File: src/rtl/gpio_mux_pkg.sv
package gpio_mux_pkg;

    // number of address bits that decode a register; offsets above are unmapped
    localparam int REG_IDX_W = 3;

    typedef enum logic [REG_IDX_W-1:0] {
        A_FUNC = 3'd0,  // function enable per pad
        A_MUX  = 3'd1,  // peripheral selectors
        A_DATA = 3'd2,  // output latch write / pin state read
        A_DSET = 3'd3,  // latch write-one-to-set
        A_DCLR = 3'd4,  // latch write-one-to-clear
        A_DIRS = 3'd5,  // direction write-one-to-set
        A_DIRC = 3'd6,  // direction write-one-to-clear
        A_INEN = 3'd7   // input buffer enable
    } reg_addr_e;

endpackage

File: src/rtl/gpio_regs.sv
module gpio_regs
    import gpio_mux_pkg::*;
#(
    parameter int NPIN = 16,
    parameter int SELW = 2,
    parameter int AW   = 4,
    parameter int DW   = 32
) (
    input  logic                 clk,
    input  logic                 rst_n,
    input  logic                 bus_wen,
    input  logic [AW-1:0]        bus_addr,
    input  logic [DW-1:0]        bus_wdata,
    input  logic                 bus_ren,
    output logic [DW-1:0]        bus_rdata,
    input  logic [NPIN-1:0]      pin_sync,
    output logic [NPIN-1:0]      fer,
    output logic [NPIN*SELW-1:0] mux,
    output logic [NPIN-1:0]      dir,
    output logic [NPIN-1:0]      dout,
    output logic [NPIN-1:0]      inen
);

    localparam int MUXW = NPIN * SELW;

    typedef struct packed {
        logic [NPIN-1:0] fer;
        logic [MUXW-1:0] mux;
        logic [NPIN-1:0] dir;
        logic [NPIN-1:0] dout;
        logic [NPIN-1:0] inen;
        logic [DW-1:0]   rdata;
    } regs_t;

    regs_t     r_q, r_d;
    logic      hit_d;
    reg_addr_e sel_d;
    logic [NPIN-1:0] pin_view_d;

    always_comb begin
        r_d        = r_q;
        hit_d      = (bus_addr >> REG_IDX_W) == '0;
        sel_d      = reg_addr_e'(bus_addr[REG_IDX_W-1:0]);
        // driven pads report the latch, others report the gated input
        pin_view_d = (r_q.dout & r_q.dir) | (pin_sync & r_q.inen & ~r_q.dir);

        // read uses the state before this cycle's write
        if (bus_ren) begin
            r_d.rdata = '0;
            if (hit_d) begin
                case (sel_d)
                    A_FUNC:         r_d.rdata = DW'(r_q.fer);
                    A_MUX:          r_d.rdata = DW'(r_q.mux);
                    A_DATA:         r_d.rdata = DW'(pin_view_d);
                    A_DSET, A_DCLR: r_d.rdata = DW'(r_q.dout);
                    A_DIRS, A_DIRC: r_d.rdata = DW'(r_q.dir);
                    A_INEN:         r_d.rdata = DW'(r_q.inen);
                    default:        r_d.rdata = '0;
                endcase
            end
        end

        if (bus_wen && hit_d) begin
            case (sel_d)
                A_FUNC:  r_d.fer  = bus_wdata[NPIN-1:0];
                A_MUX:   r_d.mux  = bus_wdata[MUXW-1:0];
                A_DATA:  r_d.dout = bus_wdata[NPIN-1:0];
                A_DSET:  r_d.dout = r_q.dout | bus_wdata[NPIN-1:0];
                A_DCLR:  r_d.dout = r_q.dout & ~bus_wdata[NPIN-1:0];
                A_DIRS:  r_d.dir  = r_q.dir | bus_wdata[NPIN-1:0];
                A_DIRC:  r_d.dir  = r_q.dir & ~bus_wdata[NPIN-1:0];
                A_INEN:  r_d.inen = bus_wdata[NPIN-1:0];
                default: r_d.inen = r_q.inen;
            endcase
        end
    end

    always_ff @(posedge clk or negedge rst_n) begin
        if (!rst_n) begin
            r_q <= '0;
        end else begin
            r_q <= r_d;
        end
    end

    assign bus_rdata = r_q.rdata;
    assign fer       = r_q.fer;
    assign mux       = r_q.mux;
    assign dir       = r_q.dir;
    assign dout      = r_q.dout;
    assign inen      = r_q.inen;

endmodule

File: src/rtl/gpio_in_sync.sv
module gpio_in_sync #(
    parameter int W = 16
) (
    input  logic         clk,
    input  logic         rst_n,
    input  logic [W-1:0] raw,
    output logic [W-1:0] sync
);

    typedef struct packed {
        logic [W-1:0] s1;
        logic [W-1:0] s2;
    } sync_t;

    sync_t s_q, s_d;

    always_comb begin
        s_d    = s_q;
        s_d.s1 = raw;
        s_d.s2 = s_q.s1;
    end

    always_ff @(posedge clk or negedge rst_n) begin
        if (!rst_n) begin
            s_q <= '0;
        end else begin
            s_q <= s_d;
        end
    end

    assign sync = s_q.s2;

endmodule

File: src/rtl/gpio_pad_mux.sv
module gpio_pad_mux #(
    parameter int NPIN = 16,
    parameter int SELW = 2
) (
    input  logic [NPIN-1:0]               fer,
    input  logic [NPIN*SELW-1:0]          mux,
    input  logic [NPIN-1:0]               dir,
    input  logic [NPIN-1:0]               dout,
    input  logic [(NPIN<<SELW)-1:0]       per_out,
    input  logic [(NPIN<<SELW)-1:0]       per_oe,
    output logic [NPIN-1:0]               pad_oe,
    output logic [NPIN-1:0]               pad_out
);

    localparam int NFUNC = 1 << SELW;

    for (genvar p = 0; p < NPIN; p++) begin : g_pad
        logic [NFUNC-1:0] cand_o;
        logic [NFUNC-1:0] cand_e;
        logic [SELW-1:0]  fsel;
        logic             oe_b;
        logic             out_b;

        for (genvar f = 0; f < NFUNC; f++) begin : g_fn
            assign cand_o[f] = per_out[f*NPIN + p];
            assign cand_e[f] = per_oe[f*NPIN + p];
        end

        always_comb begin
            fsel = mux[p*SELW +: SELW];
            if (fer[p]) begin
                oe_b  = cand_e[fsel];
                out_b = cand_o[fsel];
            end else begin
                oe_b  = dir[p];
                out_b = dout[p];
            end
        end

        assign pad_oe[p]  = oe_b;
        assign pad_out[p] = out_b;
    end

endmodule

File: src/rtl/gpio_mux_port.sv
module gpio_mux_port #(
    parameter int NPIN = 16,
    parameter int SELW = 2,
    parameter int AW   = 4,
    parameter int DW   = 32
) (
    input  logic                     clk,
    input  logic                     rst_n,
    input  logic                     bus_wen,
    input  logic [AW-1:0]            bus_addr,
    input  logic [DW-1:0]            bus_wdata,
    input  logic                     bus_ren,
    output logic [DW-1:0]            bus_rdata,
    input  logic [NPIN-1:0]          pad_in,
    output logic [NPIN-1:0]          pad_oe,
    output logic [NPIN-1:0]          pad_out,
    input  logic [(NPIN<<SELW)-1:0]  per_out,
    input  logic [(NPIN<<SELW)-1:0]  per_oe,
    output logic [NPIN-1:0]          irq_pins
);

    localparam int MUXW = NPIN * SELW;

    logic [NPIN-1:0] fer_w;
    logic [MUXW-1:0] mux_w;
    logic [NPIN-1:0] dir_w;
    logic [NPIN-1:0] dout_w;
    logic [NPIN-1:0] inen_w;
    logic [NPIN-1:0] sync_w;

    gpio_in_sync #(.W(NPIN)) u_sync (
        .clk   (clk),
        .rst_n (rst_n),
        .raw   (pad_in),
        .sync  (sync_w)
    );

    gpio_regs #(.NPIN(NPIN), .SELW(SELW), .AW(AW), .DW(DW)) u_regs (
        .clk       (clk),
        .rst_n     (rst_n),
        .bus_wen   (bus_wen),
        .bus_addr  (bus_addr),
        .bus_wdata (bus_wdata),
        .bus_ren   (bus_ren),
        .bus_rdata (bus_rdata),
        .pin_sync  (sync_w),
        .fer       (fer_w),
        .mux       (mux_w),
        .dir       (dir_w),
        .dout      (dout_w),
        .inen      (inen_w)
    );

    gpio_pad_mux #(.NPIN(NPIN), .SELW(SELW)) u_pads (
        .fer     (fer_w),
        .mux     (mux_w),
        .dir     (dir_w),
        .dout    (dout_w),
        .per_out (per_out),
        .per_oe  (per_oe),
        .pad_oe  (pad_oe),
        .pad_out (pad_out)
    );

    // gated inputs toward the pin-interrupt block
    assign irq_pins = sync_w & inen_w;

endmodule

File: config.mk
export PLATFORM = sky130hd
export DESIGN_NAME = gpio_mux_port
export DESIGN_NICKNAME = d
export VERILOG_FILES = /design/src/rtl/gpio_mux_pkg.sv /design/src/rtl/gpio_regs.sv /design/src/rtl/gpio_in_sync.sv /design/src/rtl/gpio_pad_mux.sv /design/src/rtl/gpio_mux_port.sv
export SDC_FILE = /design/constraint.sdc
export NUM_CORES = 1
export LEC_CHECK = 0
export BUFFER_PORTS_ARGS = -buffer_cell sky130_fd_sc_hd__buf_4
export CORE_ASPECT_RATIO = 1.25
export CORE_UTILIZATION = 45
export DETAILED_ROUTE_END_ITERATION = 8
export GPL_TIMING_DRIVEN = 0
export MAX_ROUTING_LAYER = met4
export PLACE_DENSITY = 0.77
export SYNTH_ARGS = -nofsm -noshare
export SYNTH_HDL_FRONTEND = slang
export SYNTH_SLANG_ARGS = --single-unit
File: constraint.sdc
create_clock -name clk -period 1.3 [get_ports clk]
set_input_delay 0 -clock clk [delete_from_list [all_inputs] [get_ports clk]]
set_output_delay 0 -clock clk [all_outputs]
set_load 0.03 [all_outputs]
# ---- Yosys cells after proc, flatten, opt, wreduce, memory -nomap -nowiden
# Index checks and enable logic that the tools add are counted.
dict set report classes {
  n_mux 100
  n_eq_ne 7
  n_lt_le_gt_ge 16
  bitwise 10
  n_reduce_logical 12
}
# cell count
set ops {}
lappend ops {{one-hot mux 32 bit (6 select lines)} 1}
lappend ops {{AND 16 bit} 5}
lappend ops {{binary-select mux 1 bit (select 2 bit)} 32}
lappend ops {{2-to-1 mux 1 bit} 64}
lappend ops {{less-than comparator 2 x 3 -> 1 bit, second input constant} 16}
lappend ops {{bitwise OR 16 bit} 3}
lappend ops {{one-hot mux 16 bit (3 select lines)} 1}
lappend ops {{2-to-1 mux 32 bit} 1}
lappend ops {{inverter 16 bit} 2}
lappend ops {{one-hot mux 16 bit (2 select lines)} 1}
lappend ops {{== test 3 bit, second input constant} 4}
lappend ops {{AND reduction 2 bit} 5}
lappend ops {{== test 3 x 2 -> 1 bit, second input constant} 2}
lappend ops {{zero test 4 bit} 1}
lappend ops {{OR reduction 2 bit} 2}
lappend ops {{== test 3 x 1 -> 1 bit, second input constant} 1}
lappend ops {{zero test 3 bit} 1}
lappend ops {{nonzero test 3 bit} 1}
lappend ops {{nonzero test 2 bit} 1}
lappend ops {{logical AND 1 bit} 1}
dict set report totals {
  register_bits 160
  word_cells 153
  output_inout_bits 80
  in_bits 184
}

# ---- Depth between registers and ports, before layout
# Gate-level depths: netlist of run 1.
dict set report depth {
  ltp_word 5
  mapped_depth 7
  depth_no_buf 4
}

# ---- By module
# A second synthesis of run 1 with hierarchy kept.
dict set report hier_totals {
  hier_cells 785
  hier_area_um2 8844.7
}
# mod area_per_inst_um2 cells_per_inst n_inst
set modules_own_cells {}
lappend modules_own_cells {gpio_regs 6242.2 529 1}
lappend modules_own_cells {gpio_pad_mux 1701.6 208 1}
lappend modules_own_cells {gpio_in_sync 800.8 32 1}
lappend modules_own_cells {gpio_mux_port 100.1 16 1}

# ---- Worst setup path after synthesis of run 1
# Ideal clock, no wire load.
dict set report synth_timing {
  path_type {input to register}
  from {input bus_addr[3]}
  to {register u_regs.r_q (netlist bit u_regs.mux[10])}
  path_stages 6
  n_path_buf 3
  arrival_ps 1215
  required_time_ps 1175
  path_slack_ps -40
  path_cell_list {buf_2 > nand2b_1 > or3_1 > buf_2 > buf_6 > mux2_4}
}
dict set report synth_between {
  elab_chain_len 3
}
# element line
set synth_lines {}
lappend synth_lines {{start, declared} gpio_mux_port.sv:10} ;# input logic [AW-1:0] bus_addr,
lappend synth_lines {{zero test 4 bit} gpio_regs.sv:42} ;# hit_d = (bus_addr >> REG_IDX_W) == '0;
lappend synth_lines {{logical AND 1 bit} gpio_regs.sv:63} ;# if (bus_wen && hit_d) begin
lappend synth_lines {{AND reduction 2 bit (no source line)} n/a}
lappend synth_lines {{end signal, assigned} gpio_regs.sv:82} ;# r_q <= r_d;
lappend synth_lines {{end, declared} gpio_regs.sv:35} ;# regs_t r_q, r_d;
# Every way passes these cells.
# A chain may end at the register's enable or synchronous reset.

# ---- Final worst setup path of run 1
dict set report layout_timing {
  from {register u_regs.r_q (netlist bit u_regs.mux[30])}
  to {output pad_oe[15]}
}
dict set report layout_between {
  elab_chain_len 3
}
# element line
set layout_lines {}
lappend layout_lines {{binary-select mux 1 bit (select 2 bit)} gpio_pad_mux.sv:32} ;# oe_b = cand_e[fsel];
lappend layout_lines {{2-to-1 mux 1 bit (implied by the code)} gpio_pad_mux.sv:32}
lappend layout_lines {{2-to-1 mux 1 bit} gpio_pad_mux.sv:31} ;# if (fer[p]) begin
lappend layout_lines {{end, declared} gpio_mux_port.sv:15} ;# output logic [NPIN-1:0] pad_oe,
# Every way passes these cells. The select of a mux whose other input is x is not followed.

==> out/metrics.cfg, run 1 <==
[floorplanning]
start_util=0.461
placementRows=55
die_w_um=124
io_pins=264
die_y_um=155
core_um2=18200
dieArea_um2=19300

[worst_hold_path]
hold_path.class=in -> reg

[routing]
wire_per_inst_um=22.8
first_pass_iters=6
viasPerCell=5.93
detail-route-antenna-nets=0
wl_um=27900
drc=0
drt_iter0_drc=563
num_vias=7264

[power_and_ir_drop]
ir_worst_vdd_uv=869
clockPowerShare=0.264
power.share.combinational=0.349
p_switching_uw=5740
power.density_nw_per_um2=1470
p_leak_uw=0.00571
power_switching_share=0.321
p_total_uw=17900
p_int_uw=12200
seq_power_share=0.387

[finish]
stdcell_count=1224
area_delta_synth_final_pct=44.7
multi_input_area_um2=4200
fillCellCount=1308
num-nets-final=1169
register_area_um2=4030
drive_above_1_share=0.538
diodes=0
final_cell_area_um2=12200

[global_route]
grt_antenna_before_repair=0
grt_max_degree=96
grt_pass1_wl_um=42500
grt_pass1_vias=7556
track_usage=0.299
overflow=0

[sta]
layout_min_cycle_time_ns=1.84
setup_ws_ns=-0.537
worst_slew_pin_slew_ns=0.832
maxSlewHeadroom=0.445
fin_hold_ws_ns=0.0743
finClkSkew_ns=0.00882
setup_viol=33
rsz0062_at_grt=true
hold_viol=0
min_period_over_period=1.41
finalSetupTns_ns=-15.44
fmax_mhz=544
slew_viol_final=0

[synth]
synth_top_area_cell=dfrtp_1
syn_nets=843
synth_area_leaders=dfrtp_1 (48%), mux2_2 (9.1%), mux4_2 (8.6%)
synth-edff-count=0
ys.flop_type=dfrtp_1
ys_seq_area_frac=0.476
synth_cells=659
synth.most_common_cell=dfrtp_1
syn-mean-instance-area_um2=12.8
ys_types=46
synth_area_um2=8410
yosys_warnings=0
ys_top_cells_by_count=dfrtp_1 (160), mux2_2 (68), a22o_1 (39), buf_4 (37), mux4_2 (32)
synth_top_area_share=0.476
synth-seq-cells=160
synthArstFlopShare=1.00

[critical_path]
ff2ff_setup_slack_ns=-0.02
end_kind=output pin
cp_max_fo=4
worstSetupStartpointType=register
worstSetupPathType=reg -> out
arrival_ns=1.84
required_ns=1.30

[status]
violations=negative setup slack
outcome=complete, but fails checks

[clock_tree]
cts_made_buffers=17
cts.reportedPaths.clkPinSlew_ns=0.06
cts_root_buf=clkbuf_16
htreeDepth=4
clk_latency_ns=0.43
cts_sinks=160
max-clock-path-buffers=2
cts_tree=yes

[placed_design]
placedCellCount=1148
routabilityCongestion=0.889
post_dp_cell_area_um2=10900
portBuffers=260
dpl.hpwl_um=19300

[job]
drv_cap=0

-- layout make-up --
class                   instances  area share
inverters                      10     0.00319
flip-flops and latches        160       0.331
plain buffers                  39      0.0211
multi-input cells             418       0.345
repair buffers                339       0.232
clock buffers                  24      0.0404
well taps                     228      0.0234
clock inverters                 6     0.00473
-- routing by layer --
metal / track usage / vias up / part of all wire
li1: - / 3159 / -
met1: 0.348 / 3617 / 0.38
met2: 0.500 / 419 / 0.51
met3: 0.0588 / 69 / 0.076
met4: 0.141 / 0 / 0.037
met5: - / - / 0
-- state kept, by name (all words and copies together), names as in the netlist, named ones only --
register and flops:
u_regs.dout 16, u_regs.fer 16, u_regs.bus_rdata 32, u_regs.mux 32, u_regs.inen 16, u_sync.sync 16, u_sync.s_d 16
-- placed cells by master (no fill, tap or decap), types with 3 or more instances in the layout --
cell type      instances
a21oi_1               27
a211oi_1               6
and2_1                 6
clkbuf_8               4
nand2b_1               3
o21bai_1              16
nor2b_1                8
o21ai_0               29
clkbuf_2               7
a22oi_2                3
inv_1                  8
mux2_2                36
mux2i_1                8
a22oi_1                4
dfrtp_2               21
buf_6                 37
mux4_2                32
dfrtp_1              139
buf_4                258
nor2_2                 4
o211ai_1              15
a221oi_2              10
buf_8                  4
buf_2                 12
clkinv_2               5
clkbuf_16             17
mux2_4                67
dlygate4sd3_1         51
clkbuf_1              11
a221oi_1              12
nand2_1                9
a21o_1                 8
o2bb2ai_1              8
nor2_1                23
and2_4                 3
nand3b_1               3
a22o_1                39
a31oi_1               16
-- stage by stage --
| stage | worst slack [ns] | util |
|---|---|---|
| after floorplan | -0.00802 | - |
| after global placement | -0.773 | 0.597 |
| after detailed placement | -0.782 | 0.599 |
| after CTS | -0.555 | 0.656 |
| after global routing | -0.569 | 0.668 |
| final | -0.537 | 0.668 |
-- final timing paths --
| kind | depth (start not counted) | start | end |
|---|---|---|---|
| min in group asynchronous | 2 | rst_n | u_sync.sync[0] |
| min | 5 | bus_wen | u_regs.dout[3] |
| max | 3 | u_regs.mux[30] | pad_oe[15] |
| max in group asynchronous | 3 | rst_n | u_regs.mux[18] |
| max reg2reg | 5 | u_regs.mux[8] | u_regs.bus_rdata[8] |
| min reg2reg | 0 | u_sync.s_d[6] | u_sync.sync[6] |
-- timing repair --
action,in CTS,in global routing
setup buffers,11,16
endpoints found under the hold margin,186,0
hold buffers,51,0
endpoints found under the setup margin,63,83
pin swaps,0,10
resized for setup,73,36
-- worst max-delay path: stages, from the launching register on --
cell and delay [ns]:
dfrtp_2 0.41, mux4_2 0.55, mux2_4 0.30, buf_6 0.14
-- logic make-up (layout without fill, tap and decap cells) --
kind of cell    after synthesis  in the layout  share of synthesized area
compound gates              202            202                      0.172
mux                         143            143                      0.246
flops                       160            160                      0.476
simple gates                 73             73                     0.0476
buf+inv                      81            418                     0.0586
-- power groups by stage --
stage               Combinational (uW)  Clock [uW]  Sequential [uW]
floorplan                         4050           0             6720
CTS                               6020        4760             6900
finish                            6240        4730             6920
detailed placement                6000           0             6950
global route                      6580        4980             7040
global placement                  5890           0             6930
No activity file was read; power rests on OpenSTA's default activity.
==> run 2: changes to the inputs <==
Settings changed: ABC_CLOCK_PERIOD_IN_PS set to 1300, CORE_MARGIN set to 2, RECOVER_POWER set to 25.
==> out/metrics.cfg, run 2 (same netlist as run 1, synthesis figures left out) <==
[floorplanning]
placementRows=55
start_util=0.461
core_um2=18200
die_w_um=126
die_y_um=157
io_pins=264
dieArea_um2=19800

[routing]
wl_um=28100
wire_per_inst_um=22.9
viasPerCell=5.93
detail-route-antenna-nets=0
num_vias=7266
drt_iter0_drc=710
drc=0
first_pass_iters=8

[finish]
final_common_cell=buf_4
diodes=0
final_cell_mix=buf_4 (240), dfrtp_1 (141), mux2_4 (67)
final_cell_area_um2=12300
stdcell_count=1226
num-nets-final=1170
area_delta_synth_final_pct=45.7
fin_util=0.672
drive_above_1_share=0.541

[placed_design]
post_dp_cell_area_um2=10900
routabilityCongestion=0.880
placedCellCount=1148
dpl.hpwl_um=19300
pre_cts_ws_ns=-0.748
portBuffers=260

[sta]
slew_viol_final=0
finClkSkew_ns=0.00887
rsz0062_at_grt=true
maxSlewHeadroom=0.366
hold_viol=0
layout_min_cycle_time_ns=1.87
worst_slew_pin_slew_ns=0.951
fmax_mhz=535
min_period_over_period=1.44
setup_viol=170
setup_ws_ns=-0.570

[critical_path]
r2r_cells=4
worstSetupPathType=reg -> out
arrival_ns=1.87
cp_max_fo=3
required_ns=1.30
worstSetupStartpointType=register
end_kind=output pin

[global_route]
grt_max_degree=125
overflow=0
track_usage=0.290
grt_pass1_vias=7614
grt_antenna_before_repair=0
grt_pass1_wl_um=42400

[clock_tree]
max-clock-path-buffers=2
cts_root_buf=clkbuf_16
htreeDepth=4
cts.reportedPaths.clkPinSlew_ns=0.06
clk_latency_ns=0.43
cts_made_buffers=17
cts_sinks=160
cts_tree=yes

[status]
violations=negative setup slack
outcome=complete, but fails checks

[power_and_ir_drop]
p_leak_uw=0.00574
power.density_nw_per_um2=1520
ir_worst_vdd_uv=1120
p_total_uw=18700

[worst_hold_path]
hold_path.class=in -> reg
hold_depth=5

[job]
drv_cap=0

[run 2: per-layer routing]
metal | routed length (um) | global-route usage | vias to the layer above
li1 | - | - | 3157
met1 | 10500 | 0.339 | 3629
met2 | 14400 | 0.480 | 402
met3 | 2070 | 0.0646 | 78
met4 | 1120 | 0.129 | 0
met5 | 0 | - | -
[run 2: where the power goes]
part	switching, uW	total, uW	internal [uW]
logic	2760	6300	3540
registers	1090	6920	5820
clock network	2020	5450	3430
total	5880	18700	12800
[run 2: repair_timing]
action | CTS | global route
resized for setup | 74 | 35
buffers inserted | 17 | 12
hold buffers | 50 | 0
setup endpoints to repair | 66 | 65
pin swaps | 1 | 10
hold endpoints to repair | 283 | 0
[run 2: path summary, 6_finish.rpt]
path / from / slack [ns] / end
worst max-delay path: u_regs.mux[8] / -0.57 / pad_oe[4]
worst min-delay path: bus_wen / 0.06 / u_regs.dout[4]
worst max register to register: u_regs.dout[9] / 0.02 / u_regs.bus_rdata[9]
worst min register to register: u_sync.s_d[8] / 0.34 / u_sync.sync[8]
max in group asynchronous: rst_n / -0.09 / u_regs.mux[2]
min in group asynchronous: rst_n / 0.24 / u_regs.bus_rdata[16]
[run 2: layout make-up]
type	count	area (um2)
Clock inverter	12	190
Clock buffer	19	443
Sequential cell	160	4030
Timing Repair Buffer	340	2810
Buffer	39	253
Inverter	10	38.8
Fill cell	1316	5980
Multi-Input combinational cell	418	4210
Tap cell	228	285
[run 2: critical path: stages (launching register included)]
cell and delay [ns]:
dfrtp_2 0.43, mux4_2 0.57, mux2_4 0.30, buf_6 0.14
[run 2: metrics by stage]
step                hold WS, ns  setup TNS [ns]
finish                   0.0569          -23.76
global route             0.0730          -64.86
CTS                     -0.0319          -16.12
detailed placement       -0.114          -44.32
global placement          0.110         -138.54
floorplan                -0.296          -0.203
==> run 3: changes to the inputs <==
--- a/config.mk
+++ b/config.mk
@@ -7,5 +7,5 @@
 export LEC_CHECK = 0
 export ABC_CLOCK_PERIOD_IN_PS = 1300
-export BUFFER_PORTS_ARGS = -buffer_cell sky130_fd_sc_hd__buf_4
+export BUFFER_PORTS_ARGS = -buffer_cell sky130_fd_sc_hd__buf_2
 export CORE_ASPECT_RATIO = 1.25
 export CORE_MARGIN = 2
==> constraint.sdc (replaced) <==
create_clock -name clk -period 1.3 [get_ports clk]
set_input_delay 0.26 -clock clk [delete_from_list [all_inputs] [get_ports clk]]
set_output_delay 0.26 -clock clk [all_outputs]
set_load 0.03 [all_outputs]
==> out/metrics.cfg, run 3 (same netlist as run 1, synthesis figures left out) <==
[routing]
wl_um=28100
num_vias=7270
viasPerCell=5.94
detail-route-antenna-nets=0
drt_iter0_drc=628
wire_per_inst_um=23.0
drc=0
first_pass_iters=6

[global_route]
track_usage=0.291
grt_antenna_before_repair=0
grt_max_degree=89
grt_pass1_vias=7466
overflow=0
grt_pass1_wl_um=42400

[power_and_ir_drop]
p_int_uw=12500
clockPowerShare=0.272
power.share.combinational=0.354
p_total_uw=18500
ir_worst_vdd_uv=987
seq_power_share=0.374
p_switching_uw=6040
power.density_nw_per_um2=1540
p_leak_uw=0.00570
power_switching_share=0.327

[critical_path]
crit_start=u_regs.mux[8]
worstSetupStartpointType=register
rr_startpoint=u_regs.inen[7]
ff2ff_setup_slack_ns=-0.02
crit_path_cell_trace=mux4_2, mux2_4, buf_6
arrival_ns=1.88
slowest_stage=mux4_2
end_kind=output pin
required_ns=1.04
r2r_cells=5
worstSetupPathType=reg -> out
cp_max_fo=3
slowest_delay_ns=0.57

[clock_tree]
max-clock-path-buffers=2
clk_latency_ns=0.43
cts_made_buffers=17
cts_sinks=160
cts.reportedPaths.clkPinSlew_ns=0.07
cts_root_buf=clkbuf_16
htreeDepth=4
cts_tree=yes

[worst_hold_path]
hp-start=bus_wdata[28]
hold_depth=2
hold_path.class=in -> reg

[floorplanning]
core_um2=18200
placementRows=55
io_pins=264
die_w_um=126
start_util=0.461
die_y_um=157
dieArea_um2=19800

[sta]
maxSlewHeadroom=0.400
slew_viol_final=0
layout_min_cycle_time_ns=2.14
min_period_over_period=1.65
setup_ws_ns=-0.841
finalSetupTns_ns=-24.48
fmax_mhz=467
fin_hold_ws_ns=0.0519
rsz0062_at_grt=true
finClkSkew_ns=0.00620
setup_viol=49
hold_viol=0
worst_slew_pin_slew_ns=0.900

[job]
drv_cap=0

[placed_design]
routabilityCongestion=0.880
dpl.hpwl_um=19400
portBuffers=260
placedCellCount=1148

[finish]
stdcell_count=1223
area_delta_synth_final_pct=42.3
diodes=0
fin_util=0.657
drive_above_1_share=0.615
final_common_cell=buf_2
num-nets-final=1166
final_cell_mix=buf_2 (215), dfrtp_1 (137), mux2_4 (88)

[status]
violations=negative setup slack
outcome=complete, but fails checks

==> run 3: metrics by stage <==
step                area [um2]  setup slack, ns
floorplan                 8900           -0.264
global placement         10500            -2.44
detailed placement       10500            -1.07
CTS                      11800           -0.836
global route             12000           -0.846
finish                   12000           -0.841
==> run 3: worst paths after layout <==
check	to
max reg2reg	u_regs.bus_rdata[7]
min in group asynchronous	u_regs.mux[18]
min	u_regs.mux[28]
max	pad_out[4]
max in group asynchronous	u_regs.mux[0]
min reg2reg	u_sync.sync[2]
==> run 3: critical path: cells and delay by family, from the launching register on <==
| family | cells | cell delay, ns |
|---|---|---|
| buffers and inverters | 1 | 0.14 |
| muxes | 2 | 0.87 |
| DFF | 1 | 0.43 |
==> run 3: timing repair <==
action	4_1_cts	5_1_grt
hold buffers	17	0
pin swaps	26	31
gates resized for setup	160	47
endpoints found under the hold margin	88	0
gates cloned	0	0
setup endpoints to repair	112	182
setup buffers	50	11
==> run 3: cell type report <==
| cell class | instances | area, um2 |
|---|---|---|
| sequential | 160 | 4030 |
| clock inverter | 12 | 135 |
| timing repair buffer | 337 | 2290 |
| inverter | 10 | 43.8 |
| clock buffer | 20 | 457 |
| fill | 1361 | 6260 |
| multi-input combinational | 418 | 4410 |
| tap | 228 | 285 |
| buffer | 38 | 323 |
==> run 3: power by group through the flow <==
| stage | clock network, uW | registers (uW) | logic (uW) |
|---|---|---|---|
| 6_report | 5030 | 6920 | 6540 |
| 5_1_grt | 5260 | 7050 | 6860 |
| 4_1_cts | 5040 | 6870 | 6340 |
| 3_5_place_dp | 0 | 6980 | 5800 |
| 3_3_place_gp | 0 | 6960 | 5690 |
| 2_1_floorplan | 0 | 6760 | 4290 |
==> run 3: per-layer routing <==
metal	wire (um)	global-route usage	share of wire
met5	0	-	0
met3	2200	0.0571	0.078
met4	1040	0.118	0.037
met1	10700	0.348	0.38
met2	14200	0.485	0.51
